`src/rtl/prod_code_pkg.sv`:
```
package prod_code_pkg;

  // Sequencer phases of the encoder
  typedef enum logic [1:0] {
    ST_FILL  = 2'd0,  // accepting information bits, rows encoded on the fly
    ST_FLUSH = 2'd1,  // writing column check rows and the parity row
    ST_SEND  = 2'd2   // streaming the coded array out
  } pc_state_e;

endpackage

```
`src/rtl/pc_row_enc.sv`:
```
// Combinational systematic encoder for one component codeword.
// Position t of the info vector is transmitted at position t.
module pc_row_enc #(
  parameter int            M    = 5,
  parameter logic [M-1:0]  POLY = 5'b00101,
  parameter int            N    = 1 << M,
  parameter int            K    = N - 1 - M
) (
  input  logic [K-1:0] info,
  output logic [N-1:0] cw
);

  logic [M-1:0] st [K+1];
  logic [K-1:0] fb;

  assign st[0] = '0;

  // Unrolled Galois division, one stage per information bit
  for (genvar t = 0; t < K; t++) begin : g_div
    assign fb[t]    = info[t] ^ st[t][M-1];
    assign st[t+1]  = {st[t][M-2:0], 1'b0} ^ ({M{fb[t]}} & POLY);
  end

  assign cw[K-1:0] = info;

  for (genvar j = 0; j < M; j++) begin : g_chk
    assign cw[K+j] = st[K][M-1-j];
  end

  assign cw[N-1] = (^info) ^ (^st[K]);

endmodule

```
`src/rtl/pc_col_lfsr.sv`:
```
// Serial divider for one column; steps once per completed row, then
// shifts its remainder out most significant bit first.
module pc_col_lfsr #(
  parameter int            M    = 5,
  parameter logic [M-1:0]  POLY = 5'b00101
) (
  input  logic clk,
  input  logic rst_n,
  input  logic clr,
  input  logic step,
  input  logic din,
  input  logic shift,
  output logic msb
);

  logic [M-1:0] rem_q;

  always_ff @(posedge clk or negedge rst_n) begin
    if (!rst_n) begin
      rem_q <= '0;
    end else if (clr) begin
      rem_q <= '0;
    end else if (step) begin
      rem_q <= {rem_q[M-2:0], 1'b0} ^ ({M{din ^ rem_q[M-1]}} & POLY);
    end else if (shift) begin
      rem_q <= {rem_q[M-2:0], 1'b0};
    end
  end

  assign msb = rem_q[M-1];

endmodule

```
`src/rtl/pc_array.sv`:
```
// n-by-n bit array: whole-row write, single-bit read.
module pc_array #(
  parameter int N  = 32,
  parameter int RW = $clog2(N)
) (
  input  logic          clk,
  input  logic          we,
  input  logic [RW-1:0] waddr,
  input  logic [N-1:0]  wdata,
  input  logic [RW-1:0] raddr,
  input  logic [RW-1:0] rcol,
  output logic          rbit
);

  logic [N-1:0] mem [N];

  always_ff @(posedge clk) begin
    if (we) mem[waddr] <= wdata;
  end

  assign rbit = mem[raddr][rcol];

endmodule

```
`src/rtl/prod_code_enc.sv`:
```
module prod_code_enc
  import prod_code_pkg::*;
#(
  parameter int            M    = 5,
  parameter logic [M-1:0]  POLY = 5'b00101
) (
  input  logic clk,
  input  logic rst_n,
  input  logic in_valid,
  output logic in_ready,
  input  logic in_data,
  input  logic in_first,
  output logic out_valid,
  input  logic out_ready,
  output logic out_data,
  output logic out_last
);

  localparam int N  = 1 << M;
  localparam int K  = N - 1 - M;
  localparam int RW = $clog2(N);
  localparam int JW = $clog2(M + 1);

  pc_state_e     state;
  logic          active;
  logic [RW-1:0] r_cnt, c_cnt;
  logic [RW-1:0] o_row, o_col;
  logic [JW-1:0] j_cnt;
  logic [K-1:0]  row_buf, row_now;
  logic [N-1:0]  cw_row, chk_row, par_acc, wdata;
  logic [RW-1:0] waddr;
  logic          we;
  logic          accept, start, take, row_done, blk_done;
  logic          flushing, flush_par;

  assign in_ready  = (state == ST_FILL);
  assign out_valid = (state == ST_SEND);
  assign out_last  = out_valid && (o_row == RW'(N-1)) && (o_col == RW'(N-1));

  assign accept    = in_valid && in_ready;
  assign start     = accept && in_first;
  assign take      = accept && active && !in_first;
  assign row_done  = take && (c_cnt == RW'(K-1));
  assign blk_done  = row_done && (r_cnt == RW'(K-1));
  assign flushing  = (state == ST_FLUSH);
  assign flush_par = flushing && (j_cnt == JW'(M));

  // Current row with the arriving bit merged in
  always_comb begin
    row_now        = row_buf;
    row_now[c_cnt] = in_data;
  end

  always_ff @(posedge clk or negedge rst_n) begin
    if (!rst_n) begin
      row_buf <= '0;
    end else if (start) begin
      row_buf <= {{(K-1){1'b0}}, in_data};
    end else if (take) begin
      row_buf[c_cnt] <= in_data;
    end
  end

  pc_row_enc #(.M(M), .POLY(POLY), .N(N), .K(K)) u_row_enc (
    .info (row_now),
    .cw   (cw_row)
  );

  // One column divider per array column
  for (genvar c = 0; c < N; c++) begin : g_col
    pc_col_lfsr #(.M(M), .POLY(POLY)) u_col (
      .clk   (clk),
      .rst_n (rst_n),
      .clr   (start),
      .step  (row_done),
      .din   (cw_row[c]),
      .shift (flushing),
      .msb   (chk_row[c])
    );
  end

  // Running XOR of every row written so far gives the parity row
  always_ff @(posedge clk or negedge rst_n) begin
    if (!rst_n) begin
      par_acc <= '0;
    end else if (start) begin
      par_acc <= '0;
    end else if (row_done) begin
      par_acc <= par_acc ^ cw_row;
    end else if (flushing && !flush_par) begin
      par_acc <= par_acc ^ chk_row;
    end
  end

  assign we    = row_done || flushing;
  assign waddr = row_done ? r_cnt : (RW'(K) + RW'(j_cnt));
  assign wdata = row_done ? cw_row : (flush_par ? par_acc : chk_row);

  pc_array #(.N(N), .RW(RW)) u_array (
    .clk   (clk),
    .we    (we),
    .waddr (waddr),
    .wdata (wdata),
    .raddr (o_row),
    .rcol  (o_col),
    .rbit  (out_data)
  );

  always_ff @(posedge clk or negedge rst_n) begin
    if (!rst_n) begin
      state  <= ST_FILL;
      active <= 1'b0;
      r_cnt  <= '0;
      c_cnt  <= '0;
      j_cnt  <= '0;
      o_row  <= '0;
      o_col  <= '0;
    end else begin
      case (state)
        ST_FILL: begin
          if (start) begin
            active <= 1'b1;
            r_cnt  <= '0;
            c_cnt  <= RW'(1);
          end else if (take) begin
            if (row_done) begin
              c_cnt <= '0;
              if (blk_done) begin
                state  <= ST_FLUSH;
                active <= 1'b0;
                j_cnt  <= '0;
              end else begin
                r_cnt <= r_cnt + RW'(1);
              end
            end else begin
              c_cnt <= c_cnt + RW'(1);
            end
          end
        end
        ST_FLUSH: begin
          if (flush_par) begin
            state <= ST_SEND;
            o_row <= '0;
            o_col <= '0;
          end else begin
            j_cnt <= j_cnt + JW'(1);
          end
        end
        ST_SEND: begin
          if (out_ready) begin
            if (out_last) begin
              state <= ST_FILL;
            end else if (o_col == RW'(N-1)) begin
              o_col <= '0;
              o_row <= o_row + RW'(1);
            end else begin
              o_col <= o_col + RW'(1);
            end
          end
        end
        default: state <= ST_FILL;
      endcase
    end
  end

endmodule

```
`config.mk`:
```
export PLATFORM = sky130hd
export DESIGN_NAME = prod_code_enc
export DESIGN_NICKNAME = d
export VERILOG_FILES = /design/src/rtl/prod_code_pkg.sv /design/src/rtl/pc_row_enc.sv /design/src/rtl/pc_col_lfsr.sv /design/src/rtl/pc_array.sv /design/src/rtl/prod_code_enc.sv
export SDC_FILE = /design/constraint.sdc
export NUM_CORES = 1
export LEC_CHECK = 0
export BUFFER_PORTS_ARGS = -buffer_cell sky130_fd_sc_hd__buf_2
export CAP_MARGIN = 20
export CELL_PAD_IN_SITES_DETAIL_PLACEMENT = 0
export CELL_PAD_IN_SITES_GLOBAL_PLACEMENT = 1
export CORE_ASPECT_RATIO = 1.2
export CORE_MARGIN = 10
export CORE_UTILIZATION = 41
export DETAILED_ROUTE_END_ITERATION = 12
export HOLD_SLACK_MARGIN = 0.1
export PLACE_DENSITY_LB_ADDON = 0.1
export SYNTH_ARGS = -nofsm -noshare
export SYNTH_HDL_FRONTEND = slang
export SYNTH_SLANG_ARGS = --single-unit
export TNS_END_PERCENT = 5
```
`constraint.sdc`:
```
create_clock -name clk -period 4.45 [get_ports clk]
set_input_delay 0.89 -clock clk [delete_from_list [all_inputs] [get_ports clk]]
set_output_delay 0.89 -clock clk [all_outputs]
set_load 0.03 [all_outputs]
```
## Word-level counts from Yosys, hierarchy flattened

Memories as Yosys holds them, arrays and structs flattened.
Cells that the tools add are included.
Widths: inputs -> output; s select.

- Register bits after elaboration: 244
- Bits in writable memories: 1024
- Bits of input ports: 6
- Output and inout port bits: 4
- Logic and storage cells: 361
- Memories kept: 1

Memory list:

| name | words | bits a word | rd ports | clocked after Yosys merged registers in | wr ports | RTL line | text |
|---|---|---|---|---|---|---|---|
| u_array.mem | 32 | 32 | 1 | 0 | 1 | pc_array.sv:15 | `logic [N-1:0] mem [N];` |

- Add/subtract/negate cells: 6
- $lt $le $gt $ge: 3
- Eq/ne operators: 18
- Muxes and demuxes: 145
- Bitwise gates (word level): 116
- Reductions and logical operators: 31

Operators by type and width:

| kind | number |
|---|---|
| $mux 5 | 111 |
| $xor 5x3->5 | 56 |
| $mux 32 | 5 |
| $xor 32x32->32 | 2 |
| $xor 1x1->1 | 56 |
| $mux 26 | 2 |
| $bwmux 26 | 1 |
| $reduce_xor 26->1 | 1 |
| $add 5x1->5 const B | 4 |
| $eq 5x5->1 const B | 4 |
| $pmux 5 s2 | 2 |
| $ne 2x1->1 const B | 8 |
| $mux 3 | 5 |
| $mux 2 | 7 |
| $lt 5x6->1 const B | 2 |
| $reduce_and 4->1 | 3 |
| $logic_and 1x1->1 | 11 |
| $reduce_bool 2->1 | 5 |
| $mux 1 | 8 |
| $reduce_and 7->1 | 1 |
| $ne 2x2->1 const B | 3 |
| $pmux 2 s3 | 1 |
| $pmux 3 s2 | 1 |
| $reduce_and 6->1 | 1 |
| 17 further kinds | 19 |

## Depth between registers and ports, before layout

Gate-level depths: netlist of run 1.

- Depth after elaboration: 59
- Gate-level depth with buffers: 13
- Depth with buffers taken out: 11

## By module

A second synthesis of run 1 with hierarchy kept.

- Cell total of the unflattened synthesis: 3179
- Area, all modules: 53141.0 sq um

Modules (own cells, without submodules):

| module | times used | cells an instance | area an instance (sq um) | seq. area each (sq um) |
|---|---|---|---|---|
| pc_array | 1 | 1775 | 39668.0 | 30749.5 |
| pc_col_lfsr | 32 | 23 | 225.2 | 125.1 |
| prod_code_enc | 1 | 596 | 5491.5 | 2102.0 |
| pc_row_enc | 1 | 72 | 774.5 | 0.0 |

## Least setup slack after synthesis of run 1

OpenSTA, ideal clock, no wires.

- Path kind: input to register
- Start: input in_data
- End: memory u_array.mem[0][30], data pin
- Setup time: 0.454 ns
- Arrival time: 4.502 ns
- Data required time: 3.996 ns
- Path slack: -0.507 ns
- Cell stages on the path: 7
- Buffers on the path: 1
- Cells stage by stage: clkbuf_1 > mux2_2 > xnor3_1 > xnor3_2 > xnor3_2 > xnor3_1 > o21ai_0

- Cells in the longest elaborated chain, start to end: 35
- Elaborated cells on any way between the ends: 47
- Those cells by class: mux (2); bitwise (45)

Ends and longest elaborated chain:

| what | RTL line | text |
|---|---|---|
| start, declared | prod_code_enc.sv:11 | `input logic in_data,` |
| $bwmux 26 (*) | prod_code_enc.sv:51 | `row_now[c_cnt] = in_data;` |
| $xor 4x3->4 | pc_row_enc.sv:21 | `assign st[t+1] = {st[t][M-2:0], 1'b0} ^ ({M{fb[t]}} & POLY);` |
| $xor 5x3->5 (2 in a row) | pc_row_enc.sv:21 |  |
| $xor 1x1->1 | pc_row_enc.sv:20 | `assign fb[t] = info[t] ^ st[t][M-1];` |
| $xor 5x3->5 (3 in a row) | pc_row_enc.sv:21 |  |
| $xor 1x1->1 | pc_row_enc.sv:20 |  |
| $xor 5x3->5 (3 in a row) | pc_row_enc.sv:21 |  |
| $xor 1x1->1 | pc_row_enc.sv:20 |  |
| [... 11 more ...] | -- |  |
| $xor 1x1->1 | pc_row_enc.sv:20 |  |
| $xor 5x3->5 (3 in a row) | pc_row_enc.sv:21 |  |
| $xor 1x1->1 | pc_row_enc.sv:20 |  |
| $xor 5x3->5 (3 in a row) | pc_row_enc.sv:21 |  |
| $xor 1x1->1 (*) | pc_row_enc.sv:20 |  |
| $xor 5x3->5 (*) | pc_row_enc.sv:21 |  |
| $mux 32 (*) | prod_code_enc.sv:97 | `assign wdata = row_done ? cw_row : (flush_par ? par_acc : chk_row);` |
| net u_array.wdata[30] | pc_array.sv:9 | `input logic [N-1:0] wdata,` |
| end, declared | pc_array.sv:15 |  |

The timed path passes the listed nets; every way through them passes the cells marked *.

## Final worst setup path of run 1

- Start: register o_row[0]
- End: output out_data

- Cells in the longest elaborated chain, start to end: 3

Ends and longest elaborated chain:

| what | RTL line | text |
|---|---|---|
| start, declared | prod_code_enc.sv:27 | `logic [RW-1:0] o_row, o_col;` |
| start signal, assigned | prod_code_enc.sv:155 | `o_row <= o_row + RW'(1);` |
| $mem_v2 32x32 | -- |  |
| $bmux 1 s5 | pc_array.sv:21 | `assign rbit = mem[raddr][rcol];` |
| $mux 1 (implied by the code) | pc_array.sv:21 |  |
| end, declared | prod_code_enc.sv:15 | `output logic out_data,` |

Every way passes these cells. The select of a mux whose other input is x is not followed.

==> results.json, run 1 <==
{
  "hp-class": "input port to async pin",
  "core_area_sq_um": 125000,
  "leakagePower_nw": 21.5,
  "final_area_sq_um": 61300,
  "fillers": 10473,
  "hold_buffers": 0,
  "p_comb_frac": 0.117,
  "synthArstFlopShare": 0.192,
  "crit_type": "flip-flop to output port",
  "crit_cells": 13,
  "syn-instance-count": 3054,
  "drt_iter0_drc": 2606,
  "drc_errors": 0,
  "cts_root_buffer": "clkbuf_16",
  "cp-startpoint": "o_row[0]",
  "cp.arrival_ns": 3.95,
  "drt_pass1_iterations": 5,
  "cp_num_buf_inv": 4,
  "min_period_over_period": 1.09,
  "io_pins": 10,
  "grt_max_degree": 108,
  "cts_buffers": 136,
  "die_area_sq_um": 141000,
  "crit_required_ns": 3.56,
  "path_max_fanout": 7,
  "layout.nets": 3278,
  "dp_hpwl_um": 83100,
  "num_rows": 142,
  "cp-end-kind": "output port",
  "fp.dieH_um": 410,
  "cts_sinks": 1268,
  "portBuffers": 9,
  "wl_um": 145000,
  "grt_pass1_vias": 29719,
  "period_needed_ns": 4.84,
  "synth-seq-area-share": 0.711,
  "synth.net_count": 3073,
  "switching_share": 0.234,
  "wl_per_cell_um": 29.0,
  "maxCapViolCount": 0,
  "vias_per_cell": 5.69,
  "synth_cell_types": 61,
  "reg2reg_depth": 12,
  "setup_violations": 1,
  "power.switching_w": 0.00630,
  "slew_violations": 0,
  "power_frac_clock": 0.409,
  "synth_top_cells_by_area": "edfxtp_1, mux4_2, dfrtp_1",
  "crit_slowest_cell": "mux4_2",
  "cp_cell_sequence": "buf_12 -> buf_12 -> buf_16 -> mux4_2 -> mux4_2 -> nor2_4 -> a221oi_2 -> nor3_2 -> a311oi_1 -> nor3_2 -> nor4_2 -> a21o_1 -> buf_6",
  "yosys_warnings": 0,
  "num_vias": 28514,
  "hold_viol_final": 0,
  "worst_path_largest_cell_delay_ns": 0.53,
  "netlist_area_sq_um": 51900,
  "ys_ff_latch": 1268,
  "clkTransAtPathRegs_ns": 0.06,
  "drive_above_1_share": 0.259,
  "tritoncts": "built",
  "gr-total-overflow": 0,
  "worstSkewPairLatency_ns": 0.77,
  "htree_levels": 4,
  "rsz0062_at_grt": "true",
  "slew_headroom": 0.268,
  "cts.path.max_buffers": 3,
  "antennaDiodeCount": 0,
  "netlist.top_cell.by_area": "edfxtp_1",
  "skew_ns": 0.0307,
  "gr-usage-all-layers": 0.208,
  "fin_ws_ns": -0.393,
  "r2r_start": "c_cnt[1]",
  "ir_drop_mv": 0.682,
  "start_kind": "flip-flop",
  "path_delay_family": "multiplexers",
  "p_total_w": 0.0269,
  "power.density_nw_per_um2": 439,
  "area_growth_syn_to_layout_pct": 18.1,
  "antenna_left": 0,
  "seqPwrFrac": 0.474,
  "die_w_um": 345,
  "power.internal_w": 0.0206,
  "rr_endpoint": "u_array.mem[20][31]",
  "grt_pass1_wl_um": 211000,
  "status": "finished, violations left",
  "postSynthAreaPerCell_sq_um": 17.0,
  "synth_ff_type": "edfxtp_1",
  "violations": "setup timing",
  "tightest_slew_ns": 1.09,
  "ys_top_cells_by_count": "edfxtp_1, nand2_1, mux4_2",
  "r2r_setup_slack_ns": 0.21,
  "antenna_found_initial": 2,
  "place.gp.congestion": 0.781,
  "synth_edf_count": 1024,
  "fmax_mhz": 206,
  "placed_area_sq_um": 55900,
  "crit_end": "out_data",
  "synth_top_area_share": 0.593,
  "synth_most_common_cell": "edfxtp_1",
  "start_util": 0.414
}
-- flip-flops by register name, indices dropped and copies added, names as in the netlist --
name / count
u_array.mem: 1024
g_col.u_col.rem_q: 160
par_acc: 32
row_buf: 26
c_cnt: 5
o_col: 5
o_row: 5
r_cnt: 5
j_cnt: 3
state: 2
active: 1
-- power groups by stage --
stage / clock (W) / combinational, W / sequential, W
5_1_grt: 0.0117 / 0.00338 / 0.0127
6_report: 0.0110 / 0.00316 / 0.0128
3_5_place_dp: 0 / 0.00318 / 0.0130
2_1_floorplan: 0 / 0.00243 / 0.0130
3_3_place_gp: 0 / 0.00315 / 0.0130
4_1_cts: 0.0113 / 0.00320 / 0.0127
-- stage by stage --
stage | setup slack, ns | util | hold WS, ns | TNS, ns | cells
CTS | -0.455 | 0.486 | 0.236 | -0.455 | 4990
detailed placement | 0.0248 | 0.446 | 0.465 | 0 | 4726
floorplan | -0.423 | - | 0.445 | -32.39 | 3054
global route | -0.486 | 0.489 | 0.274 | -0.486 | 5013
global placement | -0.0236 | 0.446 | 0.457 | -0.0236 | 4723
finish | -0.393 | 0.489 | 0.223 | -0.393 | 5013
-- cell type report --
cell class	instances	area (sq um)	area share
clock inverters	60	597	0.00974
flip-flops and latches	1268	36900	0.602
well taps	1656	2070	0.0338
repair buffers	254	3080	0.0502
multi-input cells	1587	14900	0.244
clock buffers	176	3680	0.0600
inverters	12	45.0	0.000735
-- kinds of logic (layout without fill, tap and decap cells) --
group                    Yosys count  after routing  synth area share
flip-flops                      1268           1268             0.711
AND/OR/NAND/NOR                  638            638            0.0532
AO/OA/AOI/OAI                    428            428            0.0490
multiplexers                     389            389             0.142
buffers and inverters            199            502            0.0153
XOR/XNOR                         119            119            0.0269
adder cells (fa/ha/maj)           13             13           0.00314
-- worst register-to-register path, delay by kind of cell (launching register included) --
| family | cells | cell delay [ns] |
|---|---|---|
| and+or+nand+nor | 2 | 0.40 |
| muxes | 1 | 0.40 |
| AOI/OAI and AO/OA | 1 | 0.23 |
| DFF | 1 | 0.42 |
| adders and majority gates | 1 | 0.34 |
| xor gates and xnor gates | 5 | 1.97 |
| buffers and inverters | 2 | 0.30 |
-- worst min path at each step --
stage | to | slack (ns) | cells after the start
4_1_cts | g_col[16].u_col.rem_q[2] | 0.24 | 1
6_report | g_col[16].u_col.rem_q[2] | 0.22 | 1
3_3_place_gp | g_col[17].u_col.rem_q[1] | 0.46 | 2
3_5_place_dp | g_col[26].u_col.rem_q[3] | 0.46 | 2
2_1_floorplan | par_acc[29] | 0.44 | 1
5_1_grt | g_col[16].u_col.rem_q[1] | 0.27 | 1
-- layer usage --
metal | vias to the layer above | share of wire | global-route usage
met5 | - | 0 | 0
met2 | 784 | 0.51 | 0.351
met1 | 15174 | 0.41 | 0.268
met3 | 247 | 0.053 | 0.0371
met4 | 0 | 0.032 | 0.0718
li1 | 12309 | - | -
-- timing repair --
action	in CTS	in global routing
cloned	8	1
setup buffers	22	13
resized for setup	63	24
hold endpoints to repair	0	0
endpoints found under the setup margin	1	65
pin swaps	15	10
-- cell usage in the layout, fill, tap and decap left out, types with 28 or more instances in the layout --
cell type	n
nor2_4	39
a211oi_1	28
dfrtp_1	238
buf_4	152
clkbuf_1	30
nand3_1	32
nand2_1	312
clkbuf_16	139
a21oi_1	117
o21ai_0	141
edfxtp_1	1024
xor2_1	62
nor2_1	169
xnor2_1	30
buf_12	59
mux4_2	273
mux2i_1	101
No activity file was read; power rests on OpenSTA's default activity.
==> run 2: changes to the inputs <==
--- a/config.mk
+++ b/config.mk
@@ -5,6 +5,7 @@
 export SDC_FILE = /design/constraint.sdc
 export NUM_CORES = 1
 export LEC_CHECK = 0
+export ABC_AREA = 1
 export BUFFER_PORTS_ARGS = -buffer_cell sky130_fd_sc_hd__buf_2
 export CAP_MARGIN = 20
 export CELL_PAD_IN_SITES_DETAIL_PLACEMENT = 0
==> run 2 against run 1 <==
Non-clock buffer count increased by 36. Cell count increased by 31%. Clock power barely moved. Maximum frequency increased by 5.0%. Area after synthesis up 2.6%. Utilization up 0.17 points. Clock skew about the same. Largest cell class unchanged. Clock-buffer cell count down 1. Hold slack lost 0.057 ns. The flow still finishes with violations (setup timing). Worst setup slack better by 0.23 ns. Routed wire length is 22% higher. Sequential share of layout area down 1.8 points.
==> results.json, run 2 <==
{
  "status": "finished, violations left",
  "violations": "setup timing",
  "min_period_over_period": 1.04,
  "die_w_um": 349,
  "setup_violations": 1,
  "grt_pass1_wl_um": 255000,
  "grt_max_degree": 108,
  "synth_cell_types": 47,
  "postSynthAreaPerCell_sq_um": 11.5,
  "rsz0062_at_grt": "true",
  "num_vias": 37552,
  "gr-total-overflow": 0,
  "core_area_sq_um": 129000,
  "synth_edf_count": 1024,
  "final_area_sq_um": 63100,
  "cts_buffers": 136,
  "tightest_slew_ns": 1.17,
  "die_area_sq_um": 145000,
  "vias_per_cell": 5.72,
  "place.gp.congestion": 0.811,
  "dpl_worst_slack_ns": -0.170,
  "power_frac_clock": 0.275,
  "syn-instance-count": 4637,
  "clkTransAtPathRegs_ns": 0.06,
  "cp.arrival_ns": 3.72,
  "yosys_warnings": 0,
  "skew_ns": 0.0305,
  "finalSetupTns_ns": -0.161,
  "synth_most_common_cell": "edfxtp_1",
  "path_max_fanout": 16,
  "power.density_nw_per_um2": 647,
  "hold_viol_final": 0,
  "reg_top3": "u_array.mem x1024, g_col.u_col.rem_q x160, par_acc x32",
  "drc_errors": 0,
  "mostFrequentLayoutCell": "edfxtp_1",
  "crit_type": "flip-flop to output port",
  "layout.nets": 4794,
  "antenna_left": 0,
  "worstSkewPairLatency_ns": 0.78,
  "io_pins": 10,
  "grt_pass1_vias": 36261,
  "cp-end-kind": "output port",
  "placed_area_sq_um": 57300,
  "fillers": 11628,
  "maxCapViolCount": 0,
  "hold_buffers": 0,
  "seqPwrFrac": 0.316,
  "hp-class": "input port to async pin",
  "cts_sinks": 1268,
  "slew_headroom": 0.217,
  "regMostFlops": "u_array.mem",
  "drt_iter0_drc": 3405,
  "antenna_found_initial": 2,
  "start_kind": "flip-flop",
  "cts.path.max_buffers": 3,
  "timing.hold.ws_ns": 0.166,
  "ir_drop_mv": 0.628,
  "fin_ws_ns": -0.161,
  "largest_reg_flops": 1024,
  "wl_um": 177000,
  "drive_above_1_share": 0.147,
  "area_growth_syn_to_layout_pct": 18.6,
  "slew_violations": 0,
  "start_util": 0.414,
  "leakagePower_nw": 22.5,
  "switching_share": 0.384,
  "synth_top_cells_by_area": "edfxtp_1, dfrtp_1, o21ai_0",
  "portBuffers": 9,
  "synthArstFlopShare": 0.192,
  "cts_root_buffer": "clkbuf_16",
  "crit_required_ns": 3.56,
  "ys_ff_latch": 1268,
  "drt_pass1_iterations": 5,
  "synth.net_count": 4656,
  "synth_ff_type": "edfxtp_1",
  "synth_top_area_share": 0.578,
  "dp_hpwl_um": 94800,
  "fp.dieH_um": 415,
  "period_needed_ns": 4.61,
  "gr-usage-all-layers": 0.239,
  "p_comb_frac": 0.409,
  "ys_top_cells_by_count": "edfxtp_1, o21ai_0, nor2_1",
  "netlist.top_cell.by_area": "edfxtp_1",
  "most-common-layout-cells": "edfxtp_1, o21ai_0, nor2_1, nand2_1, o22ai_1",
  "power.switching_w": 0.0157,
  "synth-seq-area-share": 0.693,
  "wl_per_cell_um": 27.0,
  "fmax_mhz": 217,
  "power.internal_w": 0.0252,
  "tritoncts": "built",
  "netlist_area_sq_um": 53200,
  "htree_levels": 4,
  "num_rows": 144
}
==> run 2: changes by cell type after synthesis, moves of 88 or more <==
cell,previous run,this run
nor2_1,210,676
o221ai_1,1,97
clkbuf_1,121,270
mux2i_1,103,0
inv_1,11,282
nand3_1,35,143
nand2_1,313,401
o22ai_1,0,292
o21ai_0,149,805
mux4_2,273,0
==> run 2: timing repair <==
| item | in CTS | in global routing |
|---|---|---|
| endpoints found under the setup margin | 1 | 1 |
| pin swaps | 25 | 25 |
| buffers inserted | 16 | 8 |
| resized for setup | 106 | 71 |
| cloned | 21 | 6 |
==> run 2: area by class of cell <==
cell class	count	area [sq um]	area share
clock inverters	68	646	0.0102
multi-input cells	2773	14700	0.233
inverters	301	1200	0.0189
repair inverters	5	56.3	0.000892
flip-flops and latches	1268	36900	0.584
well taps	1679	2100	0.0333
clock buffers	175	3720	0.0589
diodes	2	5.00	0.0000793
repair buffers	290	3840	0.0608
==> run 2: through the flow <==
stage | power (W) | cells | util
floorplan | 0.0229 | 4637 | -
global placement | 0.0277 | 6267 | 0.445
detailed placement | 0.0278 | 6268 | 0.445
CTS | 0.0405 | 6546 | 0.487
global route | 0.0430 | 6559 | 0.491
finish | 0.0409 | 6561 | 0.491
==> run 2: layer usage <==
| layer | track usage | vias up | share of wire |
|---|---|---|---|
| li1 | - | 17071 | - |
| met1 | 0.312 | 19056 | 0.42 |
| met2 | 0.408 | 1125 | 0.50 |
| met3 | 0.0311 | 300 | 0.052 |
| met4 | 0.0823 | 0 | 0.035 |
| met5 | 0 | - | 0 |
==> run 2: critical path: stages, from the launching register on <==
cell,delay [ns]
dfrtp_4,0.52
buf_12,0.17
clkinv_16,0.08
buf_16,0.19
buf_6,0.19
o21ai_0,0.11
o22ai_1,0.18
o21ai_0,0.10
o21ai_1,0.21
nor2_1,0.08
o32ai_2,0.14
buf_4,0.21
nor2_2,0.05
nor2_2,0.16
nor4_4,0.06
o21ai_2,0.29
buf_6,0.18
==> run 2: power by group through the flow <==
stage | clock [W] | sequential [W] | combinational (W)
global placement | 0 | 0.0132 | 0.0145
detailed placement | 0 | 0.0132 | 0.0146
finish | 0.0112 | 0.0129 | 0.0167
CTS | 0.0114 | 0.0129 | 0.0162
floorplan | 0 | 0.0131 | 0.00984
global route | 0.0119 | 0.0129 | 0.0181
==> run 2: kinds of logic after synthesis <==
kind of cell / Yosys count / share of synthesized area
adder cells (fa/ha/maj): 13 / 0.00306
XOR/XNOR: 33 / 0.00557
AO/OA/AOI/OAI: 1365 / 0.147
flip-flops: 1268 / 0.693
AND/OR/NAND/NOR: 1362 / 0.109
buffers and inverters: 596 / 0.0427
==> run 2: path summary, 6_finish.rpt <==
kind	from	end	slack, ns	depth (start not counted)
worst max-delay path	o_row[0]	out_data	-0.16	16
worst min-delay path	rst_n	g_col[7].u_col.rem_q[2]	0.17	1
worst max register to register	c_cnt[1]	u_array.mem[4][23]	0.39	11
worst min register to register	par_acc[9]	par_acc[9]	0.45	1
max in group asynchronous	rst_n	g_col[26].u_col.rem_q[2]	3.37	2
min in group clk	par_acc[9]	par_acc[9]	0.45	1
